`src/rtl/cal_pkg.sv`:
```
package cal_pkg;

   localparam int NUM_FIELDS = 6;
   localparam int DAY_IDX    = 3;
   localparam int MON_IDX    = 4;
   localparam int YEAR_IDX   = 5;

   typedef logic [7:0] bcd8_t;

   function automatic bcd8_t bcd_inc(bcd8_t v);
      if (v[3:0] >= 4'd9) return {v[7:4] + 4'd1, 4'd0};
      return {v[7:4], v[3:0] + 4'd1};
   endfunction

   function automatic int unsigned bcd_to_bin(bcd8_t v);
      return 32'(v[7:4]) * 32'd10 + 32'(v[3:0]);
   endfunction

   function automatic bcd8_t month_len(bcd8_t mon, bcd8_t yr, int unsigned leap_div);
      int unsigned y;
      y = bcd_to_bin(yr);
      case (mon)
         8'h02:                      return ((y % leap_div) == 0) ? 8'h29 : 8'h28;
         8'h04, 8'h06, 8'h09, 8'h11: return 8'h30;
         default:                    return 8'h31;
      endcase
   endfunction

   function automatic bcd8_t field_first(int idx);
      return (idx == DAY_IDX || idx == MON_IDX) ? 8'h01 : 8'h00;
   endfunction

   function automatic bcd8_t field_limit(int idx);
      case (idx)
         0, 1:     return 8'h59;
         2:        return 8'h23;
         MON_IDX:  return 8'h12;
         YEAR_IDX: return 8'h99;
         default:  return 8'h31;
      endcase
   endfunction

endpackage

```
`src/rtl/cal_bcd_field.sv`:
```
module cal_bcd_field
   import cal_pkg::*;
#(
   parameter bcd8_t FIRST = 8'h00
)(
   input  logic  clk,
   input  logic  rst_n,
   input  logic  step,
   input  bcd8_t limit,
   input  logic  load,
   input  bcd8_t load_val,
   output bcd8_t value,
   output logic  wrap
);

   assign wrap = step && (value >= limit);

   always_ff @(posedge clk) begin
      if (!rst_n)      value <= FIRST;
      else if (load)   value <= load_val;
      else if (step)   value <= (value >= limit) ? FIRST : bcd_inc(value);
   end

   // a stepped field always moves
   assert_step_moves_R4: assert property (@(posedge clk) disable iff (!rst_n)
      (step && !load && limit != FIRST) |=> (value != $past(value)));

endmodule

```
`src/rtl/cal_time_chain.sv`:
```
module cal_time_chain
   import cal_pkg::*;
#(
   parameter int unsigned LEAP_DIV = 4
)(
   input  logic                    clk,
   input  logic                    rst_n,
   input  logic                    advance,
   input  logic [NUM_FIELDS-1:0]   load_en,
   input  bcd8_t                   load_val,
   output bcd8_t [NUM_FIELDS-1:0]  time_o,
   output logic  [NUM_FIELDS-1:0]  wrap_o
);

   logic  [NUM_FIELDS-1:0] step;
   bcd8_t [NUM_FIELDS-1:0] lim;

   for (genvar i = 0; i < NUM_FIELDS; i++) begin : g_field
      if (i == 0) begin : g_lsb
         assign step[i] = advance;
      end else begin : g_carry
         assign step[i] = wrap_o[i-1];
      end

      if (i == DAY_IDX) begin : g_dyn_lim
         assign lim[i] = month_len(time_o[MON_IDX], time_o[YEAR_IDX], LEAP_DIV);
      end else begin : g_fix_lim
         assign lim[i] = field_limit(i);
      end

      cal_bcd_field #(.FIRST(field_first(i))) u_field (
         .clk      (clk),
         .rst_n    (rst_n),
         .step     (step[i]),
         .limit    (lim[i]),
         .load     (load_en[i]),
         .load_val (load_val),
         .value    (time_o[i]),
         .wrap     (wrap_o[i])
      );
   end

   // a day wrap lands on the first day of the next month
   assert_day_wrap_R5: assert property (@(posedge clk) disable iff (!rst_n)
      (wrap_o[DAY_IDX] && load_en == '0) |=> (time_o[DAY_IDX] == 8'h01 &&
         time_o[MON_IDX] != $past(time_o[MON_IDX])));

endmodule

```
`src/rtl/cal_regs.sv`:
```
module cal_regs
   import cal_pkg::*;
#(
   parameter int ADDR_W    = 3,
   parameter int CTRL_ADDR = 6,
   parameter int STAT_ADDR = 7
)(
   input  logic                    clk,
   input  logic                    rst_n,
   input  logic                    we,
   input  logic [ADDR_W-1:0]       addr,
   input  bcd8_t                   wdata,
   input  bcd8_t [NUM_FIELDS-1:0]  live,
   input  logic  [3:0]             events,
   output logic                    run,
   output logic  [NUM_FIELDS-1:0]  load_en,
   output bcd8_t                   rdata
);

   localparam int RUN_BIT  = 0;
   localparam int SNAP_BIT = 6;
   localparam int SEL_BIT  = 7;

   logic                   sel_shadow;
   logic [3:0]             flags;
   bcd8_t [NUM_FIELDS-1:0] shadow;
   logic                   ctrl_wr, stat_wr, snap;

   assign ctrl_wr = we && (addr == ADDR_W'(CTRL_ADDR));
   assign stat_wr = we && (addr == ADDR_W'(STAT_ADDR));
   assign snap    = ctrl_wr && wdata[SNAP_BIT];

   for (genvar i = 0; i < NUM_FIELDS; i++) begin : g_load
      assign load_en[i] = we && !run && (addr == ADDR_W'(i));
   end

   always_ff @(posedge clk) begin
      if (!rst_n) begin
         run        <= 1'b0;
         sel_shadow <= 1'b0;
      end else if (ctrl_wr) begin
         run        <= wdata[RUN_BIT];
         sel_shadow <= wdata[SEL_BIT];
      end
   end

   always_ff @(posedge clk) begin
      if (!rst_n) begin
         for (int i = 0; i < NUM_FIELDS; i++) shadow[i] <= field_first(i);
      end else if (snap) begin
         shadow <= live;
      end
   end

   always_ff @(posedge clk) begin
      if (!rst_n)  flags <= 4'h0;
      else         flags <= (flags & ~(stat_wr ? wdata[5:2] : 4'h0)) | events;
   end

   always_comb begin
      rdata = 8'h00;
      for (int i = 0; i < NUM_FIELDS; i++) begin
         if (addr == ADDR_W'(i)) rdata = sel_shadow ? shadow[i] : live[i];
      end
      if (addr == ADDR_W'(CTRL_ADDR)) rdata = {sel_shadow, 6'b0, run};
      if (addr == ADDR_W'(STAT_ADDR)) rdata = {2'b00, flags, run, 1'b0};
   end

   // snapshot captures the live time of the write cycle
   assert_snapshot_copy_R8: assert property (@(posedge clk) disable iff (!rst_n)
      snap |=> (shadow == $past(live)));

   // no field load while running
   assert_no_load_running_R7: assert property (@(posedge clk) disable iff (!rst_n)
      run |-> (load_en == '0));

endmodule

```
`src/rtl/bcd_calendar_clock.sv`:
```
module bcd_calendar_clock
   import cal_pkg::*;
#(
   parameter int          ADDR_W    = 3,
   parameter int          CTRL_ADDR = 6,
   parameter int          STAT_ADDR = 7,
   parameter int unsigned LEAP_DIV  = 4
)(
   input  logic              clk,
   input  logic              rst_n,
   input  logic              tick_1hz,
   input  logic              reg_we,
   input  logic [ADDR_W-1:0] reg_addr,
   input  logic [7:0]        reg_wdata,
   output logic [7:0]        reg_rdata,
   output logic              ev_sec,
   output logic              ev_min,
   output logic              ev_hour,
   output logic              ev_day
);

   localparam int MAP_SIZE = 1 << ADDR_W;

   if (MAP_SIZE < NUM_FIELDS + 2) begin : g_chk_addr
      $error("ADDR_W too small for the register map");
   end
   if (CTRL_ADDR < NUM_FIELDS || STAT_ADDR < NUM_FIELDS ||
       CTRL_ADDR == STAT_ADDR || CTRL_ADDR >= MAP_SIZE || STAT_ADDR >= MAP_SIZE) begin : g_chk_map
      $error("control/status offsets overlap the time fields or leave the map");
   end
   if (LEAP_DIV == 0) begin : g_chk_leap
      $error("LEAP_DIV must be nonzero");
   end

   logic                   run, advance;
   logic  [NUM_FIELDS-1:0] load_en, wrap;
   bcd8_t [NUM_FIELDS-1:0] live;
   logic  [3:0]            ev_q;

   assign advance = tick_1hz && run;

   cal_time_chain #(.LEAP_DIV(LEAP_DIV)) u_chain (
      .clk      (clk),
      .rst_n    (rst_n),
      .advance  (advance),
      .load_en  (load_en),
      .load_val (reg_wdata),
      .time_o   (live),
      .wrap_o   (wrap)
   );

   cal_regs #(.ADDR_W(ADDR_W), .CTRL_ADDR(CTRL_ADDR), .STAT_ADDR(STAT_ADDR)) u_regs (
      .clk     (clk),
      .rst_n   (rst_n),
      .we      (reg_we),
      .addr    (reg_addr),
      .wdata   (reg_wdata),
      .live    (live),
      .events  (ev_q),
      .run     (run),
      .load_en (load_en),
      .rdata   (reg_rdata)
   );

   always_ff @(posedge clk) begin
      if (!rst_n) ev_q <= 4'h0;
      else        ev_q <= {wrap[2], wrap[1], wrap[0], advance};
   end

   assign ev_sec  = ev_q[0];
   assign ev_min  = ev_q[1];
   assign ev_hour = ev_q[2];
   assign ev_day  = ev_q[3];

   // stopped and unwritten: time frozen
   assert_hold_when_stopped_R3: assert property (@(posedge clk) disable iff (!rst_n)
      (!run && !(reg_we && reg_addr < ADDR_W'(NUM_FIELDS))) |=> $stable(live));

   // minute pulse implies second pulse with seconds at zero
   assert_min_event_R10: assert property (@(posedge clk) disable iff (!rst_n)
      ev_min |-> (ev_sec && live[0] == 8'h00));

   // day pulse implies hour pulse with hours at zero
   assert_day_event_R10: assert property (@(posedge clk) disable iff (!rst_n)
      ev_day |-> (ev_hour && live[2] == 8'h00));

endmodule

```
`config.mk`:
```
export PLATFORM = sky130hd
export DESIGN_NAME = bcd_calendar_clock
export DESIGN_NICKNAME = d
export VERILOG_FILES = /design/src/rtl/cal_pkg.sv /design/src/rtl/cal_bcd_field.sv /design/src/rtl/cal_time_chain.sv /design/src/rtl/cal_regs.sv /design/src/rtl/bcd_calendar_clock.sv
export SDC_FILE = /design/constraint.sdc
export NUM_CORES = 1
export LEC_CHECK = 0
export BUFFER_PORTS_ARGS = -buffer_cell sky130_fd_sc_hd__buf_2
export CORE_UTILIZATION = 39
export CTS_CLUSTER_SIZE = 12
export DETAILED_ROUTE_END_ITERATION = 7
export GPL_ROUTABILITY_DRIVEN = 0
export HOLD_SLACK_MARGIN = 0.06
export PLACE_DENSITY = 0.52
export SLEW_MARGIN = 20
export SYNTH_ARGS = -nofsm -noshare
export SYNTH_HDL_FRONTEND = slang
export SYNTH_SLANG_ARGS = --single-unit
export TNS_END_PERCENT = 30
```
`constraint.sdc`:
```
create_clock -name clk -period 4.9 [get_ports clk]
set_input_delay 0.49 -clock clk [delete_from_list [all_inputs] [get_ports clk]]
set_output_delay 0.49 -clock clk [all_outputs]
set_load 0.005 [all_outputs]
```
; ---- Yosys cells after proc, flatten, opt, wreduce, memory -nomap -nowiden
; Cells that the tools add are included.
[totals]
reg_bits = 106
wordCells = 172
[op_classes]
n_addsub = 13
multipliers = 1
n_lt_le_gt_ge = 12
n_eq_ne = 12
n_mux = 71
n_bitwise = 3
reduce_logical = 38
[op_table]
columns = operator, count
row1 = two-way mux 8 bit, 44
row2 = "adder 4 x 1 -> 4 bit, second input constant", 12
row3 = logical NOT 32 bit, 1
row4 = two-way mux 1 bit, 25
row5 = "greater-or-equal comparator 4 bit, second input constant", 6
row6 = nonzero test 3 bit, 6
row7 = "== test 8 x 3 -> 1 bit, second input constant", 2
row8 = "greater-or-equal comparator 8 x 7 -> 1 bit, second input constant", 2
row9 = logical AND 1 bit, 16
row10 = case mux 8 bit (2 select lines), 1
row11 = "== test 3 bit, second input constant", 4
row12 = AND reduction 2 bit, 6
row13 = nonzero test 2 bit, 6
row14 = "== test 8 x 2 -> 1 bit, second input constant", 1
row15 = "== test 8 x 4 -> 1 bit, second input constant", 1
row16 = "== test 8 x 5 -> 1 bit, second input constant", 1
row17 = "greater-or-equal comparator 8 x 5 -> 1 bit, second input constant", 1
row18 = "greater-or-equal comparator 8 x 6 -> 1 bit, second input constant", 1
row19 = greater-or-equal comparator 8 bit, 1
row20 = "greater-or-equal comparator 8 bit, second input constant", 1
row21 = "== test 3 x 2 -> 1 bit, second input constant", 2
row22 = bitwise AND 4 bit, 1
row23 = "multiplier 4 x 3 -> 1 bit, second input constant", 1
row24 = two-way mux 4 bit, 1
row25 = other kinds (7), 7

; ---- Longest topological paths before layout
[depth]
ltp_word = 15
depth_mapped = 14

; ---- Hierarchy
; A second synthesis with hierarchy kept.
[hier_totals]
cells_unflattened = 941
area_unflattened_um2 = 7837.5
[modules_own_cells]
columns = module, instances, cells_each, area_each_um2, seq_area_each_um2
row1 = cal_bcd_field (u_chain.g_field[0].u_field ...), 4, 90, 764.5, 160.2
row2 = cal_regs, 1, 365, 3005.4, 1081.0
row3 = cal_bcd_field (u_chain.g_field[3].u_field ...), 2, 95, 768.2, 160.2
row4 = cal_time_chain, 1, 17, 122.6, 0.0
row5 = bcd_calendar_clock, 1, 9, 115.1, 80.1

; ---- Worst setup path after synthesis
; No wires, ideal clock.
[synth_timing]
kind = reg2reg
from = register u_chain.g_field[4].u_field.value[4]
to = register u_chain.g_field[3].u_field.value[3]
setup_time_ns = 0.074
t_arrival_ns = 2.744
t_required_ns = 4.826
path_slack_ns = 2.082
stages_incl_launch_ff = 15
path_buffers = 1
synth_period_minus_slack_ns = 2.818
cell_sequence = dfxtp_1 -> inv_1 -> ha_1 -> mux2_2 -> nand2_1 -> o21ai_0 -> nand3_1 -> o21a_1 -> ha_1 -> nor4b_4 -> o2bb2ai_2 -> or2_1 -> buf_6 -> or4_1 -> a31oi_1
[synth_via]
elab_chain_len = 7
[synth_rtl]
columns = element, line
row1 = from (decl), cal_bcd_field.sv:12  ; output bcd8_t value,
row2 = from (signal assigned), cal_bcd_field.sv:20  ; else if (load) value <= load_val;
row3 = from (signal assigned), cal_bcd_field.sv:21  ; else if (step) value <= (value >= limit) ? FIRST : bcd_inc(value);
row4 = "== test 8 x 3 -> 1 bit, or another cell as far along", cal_pkg.sv:22  ; case (mon)
row5 = OR reduction 4 bit, cal_pkg.sv:22
row6 = case mux 8 bit (2 select lines) (*), cal_pkg.sv:22
row7 = greater-or-equal comparator 8 bit (*), cal_bcd_field.sv:21
row8 = two-way mux 8 bit (*) (2 in a row), cal_bcd_field.sv:21
row9 = two-way mux 8 bit (*), cal_bcd_field.sv:20
row10 = to (signal assigned), cal_bcd_field.sv:20
row11 = to (signal assigned), cal_bcd_field.sv:21
row12 = to (decl), cal_bcd_field.sv:12
; Every way passes the cells marked *; elsewhere a longest branch is shown, timed or not. The select of a mux whose other input is x is not followed.
; A chain may end at the register's enable or synchronous reset.

; ---- Worst setup path after layout
[layout_timing]
from = register u_regs.sel_shadow
to = output reg_rdata[5]
[layout_via]
elab_chain_len = 9
[layout_rtl]
columns = element, line
row1 = from (decl), cal_regs.sv:24  ; logic sel_shadow;
row2 = from (signal assigned), cal_regs.sv:43  ; sel_shadow <= wdata[SEL_BIT];
row3 = two-way mux 8 bit (6 in a row), cal_regs.sv:63  ; if (addr == ADDR_W'(i)) rdata = sel_shadow ? shadow[i] : live[i];
row4 = two-way mux 8 bit (*), cal_regs.sv:63
row5 = two-way mux 8 bit (*), cal_regs.sv:65  ; if (addr == ADDR_W'(CTRL_ADDR)) rdata = {sel_shadow, 6'b0, run};
row6 = two-way mux 8 bit (*), cal_regs.sv:66  ; if (addr == ADDR_W'(STAT_ADDR)) rdata = {2'b00, flags, run, 1'b0};
row7 = to (decl), bcd_calendar_clock.sv:15  ; output logic [7:0] reg_rdata,
; Every way passes the cells marked *; elsewhere a longest branch is shown, timed or not.

==> reports/results.ini <==
[run_status]
status = finished, final reports clean

[floorplan]
io_pins = 27
die_w_um = 130
floorplan.initialDensity_pct = 40.2
fp.dieH_um = 130
core-area_um2 = 16000
design.die.area_um2 = 17000
floorplan.rows = 46

[sta]
tightestPinTransition_ns = 1.08
final.setup.tns_ns = 0
finalCritPeriodShare_pct = 67.9
finClkSkew_ns = 0.00903
final.hold.worst_slack_ns = 0.454
setup_repair_after_global_routing_missed_its_margin = no
hold_violations = 0
final_report_max_slew_violation_count = 0
maxClockFrequency_mhz = 301
post-route-worst-setup-slack_ns = 1.57
setup_violations = 0
timing.final.crit_period_ns = 3.33
timing.max_slew.rel_slack_pct = 27.5

[clocking]
clockRootBuffer = sky130_fd_sc_hd__clkbuf_16
post-cts-setup-buffers = 0
postCtsResizedCells = 0
cts_inserted_buffers = 9
worst_setup_hold_path_clk_slew_ns = 0.07
cts_htree_levels = 3
clock_sink_count = 106
postCtsHoldBufs = 0
tritoncts = done
insertion_delay_ns = 0.36
cts_buffer_depth = 2

[global_routing]
grt_pass1_wl_um = 31800
busiest_layer = met2
globalRouteOverflowTotal = 0
global_route.usage.met2_pct = 38.7
grt_pass1_vias = 5499
grt.total_usage_pct = 25.1
grt_start_max_net_pins = 51
use_met3_pct = 4.39
gr-usage-met1_pct = 34.4
antenna_found_initial = 0

[layout]
final_common_cell = sky130_fd_sc_hd__nand2_1
layout.filler_cells = 1626
layout-drive-gt1-share_pct = 12.6
multi_input_area_um2 = 3960
layoutNonFillerInstCount = 972
top_library_cells_by_usage_in_the_layout_fill_and_taps_aside = 138 x sky130_fd_sc_hd__nand2_1, 106 x sky130_fd_sc_hd__dfxtp_1, 86 x sky130_fd_sc_hd__a21oi_1
layout_stage_area_growth_over_the_synthesis_result_pct = 8.06
layout.area.seq_um2 = 2120
n_antenna_cell = 0
postLayoutCoreUtil_pct = 43.4
layout.cell_area.non_filler_um2 = 6940
final_nets = 801

[synth]
netlist.area_leader.share_pct = 33.0
synthSimpleGateAreaFrac_pct = 21.3
netlist-cell-type-count = 83
yosys.area_share.xor_xnor_pct = 0.545
main_combinational_cell_family_by_area_after_synthesis = compound AO/OA/AOI/OAI gates
most_common_flop_cell_mapped_by_yosys = sky130_fd_sc_hd__dfxtp_1
synth-async-reset-ratio_pct = 0
postSynthAreaPerCell_um2 = 8.44
post_synth_instance_area_um2 = 6420
synth_top_area_cell = sky130_fd_sc_hd__dfxtp_1
synth-adder-area-share_pct = 6.82
synth_edf_count = 0
post_synth_mux_area_share_pct = 9.70
cell_types_with_the_largest_area_share_after_synthesis = sky130_fd_sc_hd__dfxtp_1 33%, sky130_fd_sc_hd__nand2_1 8.1%, sky130_fd_sc_hd__mux4_2 7.4%
synthesis.instances = 761
synth_fp_nets = 811
synth_seq_area_share_pct = 33.0
synth_seq_cells = 106
synth_compound_gate_area_share_pct = 23.2
yosys_warnings = 0

[critical_path]
worst_setup_path_start_kind = flop
crit-reg2reg-launch = u_chain.g_field[4].u_field.value[4]
reg2regPathDepth = 13
crit_fanout = 16
cp_slowest_stage_delay_ns = 0.91
first_element_of_the_critical_path = u_regs.sel_shadow
crit-reg2reg-capture = u_chain.g_field[5].u_field.value[5]
wp_data_required_ns = 4.41
worst-setup-path-type = flop to primary output
cpMaxStageDelayCell = sky130_fd_sc_hd__dfxtp_1
r2r_setup_slack_ns = 1.62
critical_path.cell_chain = buf_4 -> mux4_2 -> and2_1 -> a211oi_1 -> a21oi_1 -> buf_2
critical_path.endpoint_type = primary output
worstPathArrival_ns = 2.84
capture_point_of_the_critical_path = reg_rdata[5]

[min_path]
worst_hold_path_type = flop to flop

[placement]
count_of_buffers_inserted_at_the_top_level_ports = 26
pre_cts_slack_ns = 1.65
number_of_cells_after_detailed_placement = 956
dpl_cell_area_um2 = 6620
post_dp_hpwl_um = 13900

[pwr]
post-layout-total-power_mw = 1.88
p_per_area_nw_per_um2 = 271
leakage_nw = 2.42
vdd.ir_drop.worst_v = 0.000205

[drt]
antenna_violating_nets_post_route = 0
first_iter_violations = 526
drcViolationCount = 0
wl_per_cell_um = 20.9
detailedRoute.firstPassIterationCount = 4
vias_after_detailed_routing = 5890
detail_route.vias_per_cell = 6.06
detail_route.wirelength_um = 20300

[run]
timing.max_cap.violations = 0

-- report_power, final --
| part | internal, mW | total [mW] | switching [mW] | leakage, nW |
|---|---|---|---|---|
| sequential | 0.872 | 0.896 | 0.0237 | 0.856 |
| combinational | 0.0604 | 0.178 | 0.118 | 1.41 |
| clock | 0.448 | 0.805 | 0.357 | 0.151 |
| total | 1.38 | 1.88 | 0.498 | 2.42 |
-- layout make-up --
type | instances | area share (%)
inverter | 27 | 1.46
multi-input combinational | 575 | 57.0
sequential | 106 | 30.6
clock buffer | 9 | 3.24
timing repair buffer | 32 | 2.52
tap | 216 | 3.89
clock inverter | 7 | 1.35
-- logic make-up after synthesis --
logic type                 after synthesis
buffers and inverters                   80
and+or+nand+nor                        276
muxes                                   34
xor gates and xnor gates                 4
DFF                                    106
AOI/OAI and AO/OA                      226
adders and majority gates               35
-- metal layers --
layer  routed length (um)  part of all wire, %
met1                 9340                   46
met2                 9240                   45
met3                 1080                  5.3
met4                  643                  3.2
met5                    0                    0
-- how the worst min path moves through the flow --
stage / startpoint / to / slack, ns / depth (start not counted)
CTS: u_regs.shadow[47] / u_regs.shadow[47] / 0.45 / 2
global placement: u_regs.shadow[28] / u_regs.shadow[28] / 0.44 / 2
finish: u_regs.shadow[22] / u_regs.shadow[22] / 0.45 / 2
global route: u_regs.shadow[28] / u_regs.shadow[28] / 0.47 / 2
floorplan: u_regs.shadow[2] / u_regs.shadow[2] / 0.43 / 2
detailed placement: u_regs.shadow[47] / u_regs.shadow[47] / 0.44 / 2
-- registers in the layout, summed over array words and instances (netlist names) --
name / count
u_regs.flags: 4
u_regs.sel_shadow: 1
u_chain.g_field.u_field.value: 48
u_regs.run: 1
u_regs.shadow: 48
ev_q: 4
-- synth_stat cells (all sizes together), types with 11 or more instances --
master    n
nor2b    11
a31oi    15
a21oi    87
ha       35
dfxtp   106
clkbuf   29
nand2   139
nand3    25
o21ai    23
mux4     22
nor2     24
a211oi   12
buf      24
inv      26
nor3     18
-- critical path, delay by kind of cell (launching register included) --
family,cells,cell delay [ns]
muxes,1,0.35
buffers and inverters,2,0.60
and+or+nand+nor,1,0.17
AOI/OAI and AO/OA,2,0.46
DFF,1,0.91
No activity file was read; power rests on OpenSTA's default activity.
